<file path="config.mk">
export PLATFORM = sky130hd
export DESIGN_NAME = osc_cfg_regs
export DESIGN_NICKNAME = d
export VERILOG_FILES = /design/src/rtl/osc_cfg_pkg.sv /design/src/rtl/osc_addr_map.sv /design/src/rtl/osc_freeze_check.sv /design/src/rtl/osc_reg_bank.sv /design/src/rtl/osc_cfg_regs.sv
export SDC_FILE = /design/constraint.sdc
export NUM_CORES = 1
export LEC_CHECK = 0
export BUFFER_PORTS_ARGS = -buffer_cell sky130_fd_sc_hd__buf_2
export CAP_MARGIN = 20
export CORE_UTILIZATION = 60
export CTS_CLUSTER_DIAMETER = 80
export CTS_CLUSTER_SIZE = 30
export DETAILED_ROUTE_END_ITERATION = 6
export GPL_ROUTABILITY_DRIVEN = 0
export PLACE_DENSITY = 0.85
export SYNTH_ARGS = -nofsm -noshare
export SYNTH_HDL_FRONTEND = slang
export SYNTH_SLANG_ARGS = --single-unit
export TNS_END_PERCENT = 10
</file>
<file path="constraint.sdc">
create_clock -name clk -period 8.59 [get_ports clk]
set_clock_uncertainty 0.2 [all_clocks]
set_input_delay 2.1475 -clock clk [delete_from_list [all_inputs] [get_ports clk]]
set_output_delay 2.1475 -clock clk [all_outputs]
set_load 0.02 [all_outputs]
</file>
<file path="src/rtl/osc_cfg_pkg.sv">
// Shared types and constants for the oscillator configuration registers.
// Assumes byte-wide registers and an eight-entry internal register space.
package osc_cfg_pkg;

    localparam int BYTE_W  = 8;
    localparam int NFREQ   = 6;
    localparam int NREGS   = NFREQ + 2;
    localparam int IDX_CA  = NFREQ;       // control A
    localparam int IDX_CB  = NFREQ + 1;   // control B
    localparam int CA_SRST = 7;
    localparam int CA_NEWF = 6;
    localparam int CA_FRZM = 5;
    localparam int CB_FRZD = 4;

    typedef enum logic [2:0] {
        PH_IDLE  = 3'd0,
        PH_ADDR  = 3'd1,
        PH_ADONE = 3'd2,
        PH_WRITE = 3'd3,
        PH_READ  = 3'd4
    } phase_e;

    // Power-up and soft-reset contents of the frequency registers.
    function automatic logic [BYTE_W-1:0] freq_rst_val(input int idx);
        case (idx)
            0:       return 8'h40;
            1:       return 8'hC2;
            2:       return 8'hBC;
            3:       return 8'h01;
            4:       return 8'h1E;
            default: return 8'hB8;
        endcase
    endfunction

endpackage

</file>
<file path="src/rtl/osc_addr_map.sv">
// Translates a device register address into the internal pointer.
// Assumes the caller loads the result only for an address byte.
module osc_addr_map
    import osc_cfg_pkg::*;
#(
    parameter int STAB_PPM = 50
) (
    input  logic [BYTE_W-1:0] addr,
    input  logic [BYTE_W-1:0] cur_ptr,
    output logic [BYTE_W-1:0] new_ptr
);

    localparam logic [BYTE_W-1:0] OFS     = (STAB_PPM == 7) ? 8'd13 : 8'd7;
    localparam logic [BYTE_W-1:0] LOW_MAX = 8'd18;

    // Pick the control index, hold the pointer, or subtract the grade offset.
    always_comb begin
        if (addr > LOW_MAX) begin
            if (addr == 8'd135)      new_ptr = BYTE_W'(IDX_CA);
            else if (addr == 8'd137) new_ptr = BYTE_W'(IDX_CB);
            else                     new_ptr = cur_ptr;
        end else begin
            new_ptr = addr - OFS;
        end
    end

endmodule

</file>
<file path="src/rtl/osc_freeze_check.sv">
// Decides whether a frequency-register write breaks the freeze rule.
// Assumes the caller gates the result with "pointer below 6".
module osc_freeze_check
    import osc_cfg_pkg::*;
(
    input  logic [BYTE_W-1:0] ptr,
    input  logic [5:0]        r1_low,
    input  logic              frz_m,
    input  logic              frz_dco,
    output logic              violation
);

    logic frac_upd;

    // Classify the write as a fraction update or a divider update.
    always_comb begin
        frac_upd = (ptr > 8'd1) || ((ptr == 8'd1) && (r1_low != 6'd0));
    end

    // Require the freeze bit that matches the class.
    always_comb begin
        violation = frac_upd ? !(frz_m || frz_dco) : !frz_dco;
    end

endmodule

</file>
<file path="src/rtl/osc_reg_bank.sv">
// Eight-entry register storage: six frequency bytes and two control bytes.
// Handles the self-clearing control bits and the soft reload of the frequency bytes.
// Assumes wr_en is only raised for an index below 8.
module osc_reg_bank
    import osc_cfg_pkg::*;
(
    input  logic              clk,
    input  logic              rst_n,
    input  logic              wr_en,
    input  logic [BYTE_W-1:0] wr_idx,
    input  logic [BYTE_W-1:0] wr_data,
    input  logic [BYTE_W-1:0] rd_idx,
    output logic [BYTE_W-1:0] rd_data,
    output logic [5:0]        r1_low,
    output logic              frz_m,
    output logic              frz_dco
);

    logic [BYTE_W-1:0] freq_q [NFREQ];
    logic [BYTE_W-1:0] ca_q;
    logic [BYTE_W-1:0] cb_q;
    logic              ca_wr;
    logic              soft_rst;

    assign ca_wr    = wr_en && (wr_idx == BYTE_W'(IDX_CA));
    assign soft_rst = ca_wr && wr_data[CA_SRST];

    // Frequency bytes: hardware or soft reset loads defaults, else direct write.
    always_ff @(posedge clk) begin
        for (int i = 0; i < NFREQ; i++) begin
            if (!rst_n || soft_rst)
                freq_q[i] <= freq_rst_val(i);
            else if (wr_en && (wr_idx == BYTE_W'(i)))
                freq_q[i] <= wr_data;
        end
    end

    // Control A: the reset and new-frequency bits never stay set.
    always_ff @(posedge clk) begin
        if (!rst_n)     ca_q <= '0;
        else if (ca_wr) ca_q <= {2'b00, wr_data[5:0]};
    end

    // Control B: direct write; the divider freeze drops on any control A write.
    always_ff @(posedge clk) begin
        if (!rst_n)                                       cb_q <= '0;
        else if (wr_en && (wr_idx == BYTE_W'(IDX_CB)))    cb_q <= wr_data;
        else if (ca_wr)                                   cb_q[CB_FRZD] <= 1'b0;
    end

    // Read mux: zero for any pointer outside the register space.
    always_comb begin
        if (rd_idx >= BYTE_W'(NREGS))          rd_data = '0;
        else if (rd_idx == BYTE_W'(IDX_CA))    rd_data = ca_q;
        else if (rd_idx == BYTE_W'(IDX_CB))    rd_data = cb_q;
        else                                   rd_data = freq_q[rd_idx[2:0]];
    end

    assign r1_low  = freq_q[1][5:0];
    assign frz_m   = ca_q[CA_FRZM];
    assign frz_dco = cb_q[CB_FRZD];

    assert_ctrl_selfclear_R8: assert property (@(posedge clk) disable iff (!rst_n)
        ca_wr |=> (!ca_q[CA_SRST] && !ca_q[CA_NEWF] && !cb_q[CB_FRZD]));

    assert_soft_reload_R8: assert property (@(posedge clk) disable iff (!rst_n)
        soft_rst |=> (freq_q[0] == 8'h40 && freq_q[2] == 8'hBC && freq_q[5] == 8'hB8));

endmodule

</file>
<file path="src/rtl/osc_cfg_regs.sv">
// Top of the oscillator configuration register interface.
// Tracks the transfer phase and the register pointer, routes bytes to the
// bank, flags freeze violations and returns read data.
// Assumes that at most one byte-level event of each kind arrives per cycle.
module osc_cfg_regs
    import osc_cfg_pkg::*;
#(
    parameter int STAB_PPM = 50
) (
    input  logic        clk,
    input  logic        rst_n,
    input  logic        ev_wr_start,
    input  logic        ev_rd_start,
    input  logic        ev_stop,
    input  logic        rx_valid,
    input  logic [7:0]  rx_byte,
    input  logic        rd_req,
    output logic [7:0]  rd_byte,
    output logic        freeze_err,
    output logic [2:0]  phase
);

    phase_e            st_q;
    logic [BYTE_W-1:0] ptr_q;
    logic [BYTE_W-1:0] map_ptr;
    logic [BYTE_W-1:0] bank_rd;
    logic [5:0]        r1_low;
    logic              frz_m;
    logic              frz_dco;
    logic              viol;
    logic              byte_ev;
    logic              addr_ev;
    logic              data_ev;
    logic              freq_ptr;
    logic              bank_wr;

    assign byte_ev  = rx_valid && !ev_stop && !ev_wr_start && !ev_rd_start;
    assign addr_ev  = byte_ev && (st_q == PH_ADDR);
    assign data_ev  = byte_ev && (st_q != PH_ADDR);
    assign freq_ptr = ptr_q < BYTE_W'(NFREQ);
    assign bank_wr  = data_ev && (ptr_q < BYTE_W'(NREGS));

    osc_addr_map #(.STAB_PPM(STAB_PPM)) u_map (
        .addr    (rx_byte),
        .cur_ptr (ptr_q),
        .new_ptr (map_ptr)
    );

    osc_freeze_check u_frz (
        .ptr       (ptr_q),
        .r1_low    (r1_low),
        .frz_m     (frz_m),
        .frz_dco   (frz_dco),
        .violation (viol)
    );

    osc_reg_bank u_bank (
        .clk     (clk),
        .rst_n   (rst_n),
        .wr_en   (bank_wr),
        .wr_idx  (ptr_q),
        .wr_data (rx_byte),
        .rd_idx  (ptr_q),
        .rd_data (bank_rd),
        .r1_low  (r1_low),
        .frz_m   (frz_m),
        .frz_dco (frz_dco)
    );

    // Phase machine with fixed event priority.
    always_ff @(posedge clk) begin
        if (!rst_n)           st_q <= PH_IDLE;
        else if (ev_stop)     st_q <= PH_IDLE;
        else if (ev_wr_start) st_q <= PH_ADDR;
        else if (ev_rd_start) st_q <= PH_READ;
        else if (addr_ev)     st_q <= PH_ADONE;
        else if (data_ev)     st_q <= PH_WRITE;
    end

    // Pointer: loaded from an address byte, stepped by frequency writes.
    always_ff @(posedge clk) begin
        if (!rst_n)                   ptr_q <= '0;
        else if (addr_ev)             ptr_q <= map_ptr;
        else if (data_ev && freq_ptr) ptr_q <= ptr_q + 8'd1;
    end

    // Registered read byte, loaded on request.
    always_ff @(posedge clk) begin
        if (!rst_n)      rd_byte <= '0;
        else if (rd_req) rd_byte <= bank_rd;
    end

    // One-cycle freeze error for a frequency write that lacks its freeze bit.
    always_ff @(posedge clk) begin
        if (!rst_n) freeze_err <= 1'b0;
        else        freeze_err <= data_ev && freq_ptr && viol;
    end

    assign phase = st_q;

    assert_stop_idle_R1: assert property (@(posedge clk) disable iff (!rst_n)
        ev_stop |=> (phase == 3'd0));

    assert_ptr_hold_R6: assert property (@(posedge clk) disable iff (!rst_n)
        !rx_valid |=> $stable(ptr_q));

    assert_ctrl_noinc_R5: assert property (@(posedge clk) disable iff (!rst_n)
        (data_ev && !freq_ptr) |=> $stable(ptr_q));

    assert_err_cause_R10: assert property (@(posedge clk) disable iff (!rst_n)
        freeze_err |-> $past(rx_valid));

endmodule

</file>
==> reports/qor.yml <==
worst_setup_path:
  end_kind: "flip-flop"
  timing.reg2reg.setup_slack_ps: 5710
  r2r_cells: 5
  worstPathRequired_ps: 8500
  path_max_fanout: 13
  arrival_ps: 4120
  worstSetupPathType: "in2reg"
  crit_slowest_cell: "nand4_1"
  crit_buf_inv: 1
  worst_setup_path_start_kind: "input pin"
  crit_start: "ev_rd_start"
  cpLargestDelayFamily: "simple AND/OR/NAND/NOR gates"
  r2r-end: "rd_byte[0]"
  slowest_delay_ps: 560
  cp-endpoint: "u_bank.freq_q[4][4]"
  cp_cell_sequence: "buf_2 > nor4b_4 > nand4_1 > nor2_1 > and4_1 > nand2b_1"
  cp.depth: 6
  r2r-start: "ptr_q[1]"
detailed_routing:
  vias_per_cell: 6.73
  drt_iter0_markers: 320
  drt_wl_total_mm: 10.3
  vias: 3264
  ant_nets: 0
  drc_errors: 0
  wire_per_inst_um: 21.1
  dr.pass1.iters: 5
timing:
  setup_viol: 0
  fmax_ghz: 0.237
  relSlewSlack: 0.325
  period_minus_slack_ps: 4210
  rsz0062_at_grt: "no"
  fin_crit_sh: 0.491
  setup_tns_ps: 0
  tightest_slew_ps: 1010
  finalHoldViolCount: 0
  finalMaxSlewViolations: 0
grt:
  busiest_layer: "met2"
  grtUsageMet3: 0.0535
  grt_usage: 0.296
  grt_util_met2: 0.453
  grt_max_degree: 30
  grt_remaining_overflow: 0
  grt_pass1_vias: 2964
  grt_pass1_wl_mm: 15.8
  grt_antenna_before_repair: 0
  use_met1: 0.418
power_and_ir_drop:
  power.share.clock: 0.354
  internal-power_mw: 0.588
  power_frac_comb: 0.087
  switching_share: 0.262
  ir_drop_uv: 146
  p_per_area_nw_per_um2: 176
  p_total_mw: 0.797
  p_switching_mw: 0.209
  leakage_nw: 1.65
  p_seq_frac: 0.559
die:
  core_area_um2: 6760
  die_y_um: 85.5
  rows: 30
  io_pins: 27
  die_w_um: 85.5
  start_util: 0.619
  die_area_um2: 7300
yosys:
  synth_cells: 381
  syn-num-nets: 404
  syn_area_per_cell_um2: 11.0
  synth_top_area_share: 0.345
  synth-edff-count: 48
  synth_area_leaders: "edfxtp_1 34%, dfxtp_1 18%, mux4_2 4.3%, mux2i_1 4.1%, a21oi_1 3.1%"
  async_reset_ff_frac: 0
  yosysTopAreaCell: "edfxtp_1"
  ys_types: 56
  ys_ff_latch: 85
  synth_top_cells_by_count: "48 x edfxtp_1, 37 x dfxtp_1, 30 x nor2_1"
  yosysMostFrequentCell: "edfxtp_1"
  synth.cell_area_um2: 4180
  synth_flop_cell: "edfxtp_1"
  ys_seq_area_frac: 0.522
  yosysWarnings: 0
layout:
  diodes: 0
  drive_above_1_share: 0.180
  syn_to_final_growth_pct: 8.50
  nets: 423
clock_tree:
  cts_max_path_buffers: 2
  path_clk_slew_ps: 90
  cts_buffers: 9
  cts_hold_buf: 0
  ctsResizeCount: 0
  cts_htree_levels: 3
  cts_tree: "built"
  clockRootBuffer: "clkbuf_8"
  clk-insertion-delay-late_ps: 360
  post_cts_buffers: 0
  clkSinkCount: 85
worst_hold_path:
  min_from: "u_bank.cb_q[1]"
  hp-class: "reg2reg"
outcome:
  status: "complete, no violations"
place:
  io_buffer_count: 26
  dp_hpwl_mm: 6.86
flow_run:
  max_cap_viol_count: 0
==> power by group through the flow <==
stage | sequential (mW) | clock [mW] | combinational (mW)
CTS | 0.446 | 0.283 | 0.0658
finish | 0.446 | 0.282 | 0.0692
global placement | 0.455 | 0 | 0.0642
detailed placement | 0.455 | 0 | 0.0656
floorplan | 0.455 | 0 | 0.0411
global route | 0.447 | 0.297 | 0.0742
==> flip-flops by register name, indices dropped and copies added, names as in the netlist, named ones only <==
signal / cells
u_bank.ca_q: 6
u_bank.freq_q: 48
phase: 3
rd_byte: 8
u_bank.cb_q: 8
ptr_q: 8
freeze_err: 1
==> cell families (layout without fill, tap and decap cells) <==
group | count (synthesis) | in the layout | share of synthesized area
fa+ha+maj | 8 | 8 | 0.0240
mux | 25 | 25 | 0.0838
simple gates | 143 | 143 | 0.196
buf+inv | 37 | 61 | 0.0380
compound gates | 81 | 81 | 0.132
flops | 85 | 85 | 0.522
xor+xnor | 2 | 2 | 0.00419
==> layout make-up <==
| type | count | area [um2] |
|---|---|---|
| clock buffers | 10 | 149 |
| clock inverters | 6 | 48.8 |
| fillers | 495 | 2220 |
| inverters | 13 | 48.8 |
| multi-input cells | 259 | 1840 |
| flip-flops and latches | 85 | 2180 |
| well taps | 80 | 100 |
| repair buffers | 32 | 168 |
==> metal layers <==
layer	part of all wire	vias to the layer above	routed length (um)
met5	0	-	0
met4	0.023	0	234
met3	0.10	18	1040
met2	0.47	221	4800
met1	0.41	1556	4170
li1	-	1469	-
==> worst register-to-register path: stages, from the launching register on <==
cell and delay, ps:
dfxtp_1 450, ha_1 500, nand2_1 340, nor3_1 890, a222oi_1 200, a21oi_1 220
==> per-stage QoR <==
step	setup WS, ps	instances	hold WS (ps)	utilization	instance area (um2)
final	4380	485	302	0.671	4530
after global routing	4240	485	335	0.671	4530
after CTS	4050	479	296	0.666	4500
after detailed placement	3680	463	275	0.636	4300
after global placement	3830	463	265	0.636	4300
after floorplan	4310	381	227	-	4180
==> worst min-delay path by stage <==
| stage | slack [ps] | end | depth (start not counted) |
|---|---|---|---|
| CTS | 300 | u_bank.cb_q[1] | 2 |
| detailed placement | 270 | u_bank.cb_q[5] | 2 |
| global route | 330 | u_bank.cb_q[7] | 2 |
| global placement | 270 | u_bank.cb_q[6] | 2 |
| floorplan | 230 | freeze_err | 1 |
| finish | 300 | u_bank.cb_q[1] | 2 |
==> layout by cell type (no fill, tap or decap), drive strengths merged, types with 13 or more instances in the layout <==
| cell | Yosys | layout |
|---|---|---|
| edfxtp | 48 | 48 |
| dfxtp | 37 | 37 |
| nor2 | 31 | 31 |
| buf | 6 | 29 |
| nand2 | 27 | 27 |
| a21oi | 27 | 27 |
| and3 | 20 | 20 |
| o21ai | 18 | 18 |
| mux2i | 17 | 17 |
| inv | 12 | 16 |
| clkbuf | 18 | 13 |
Power figures use the tool's default switching activity.
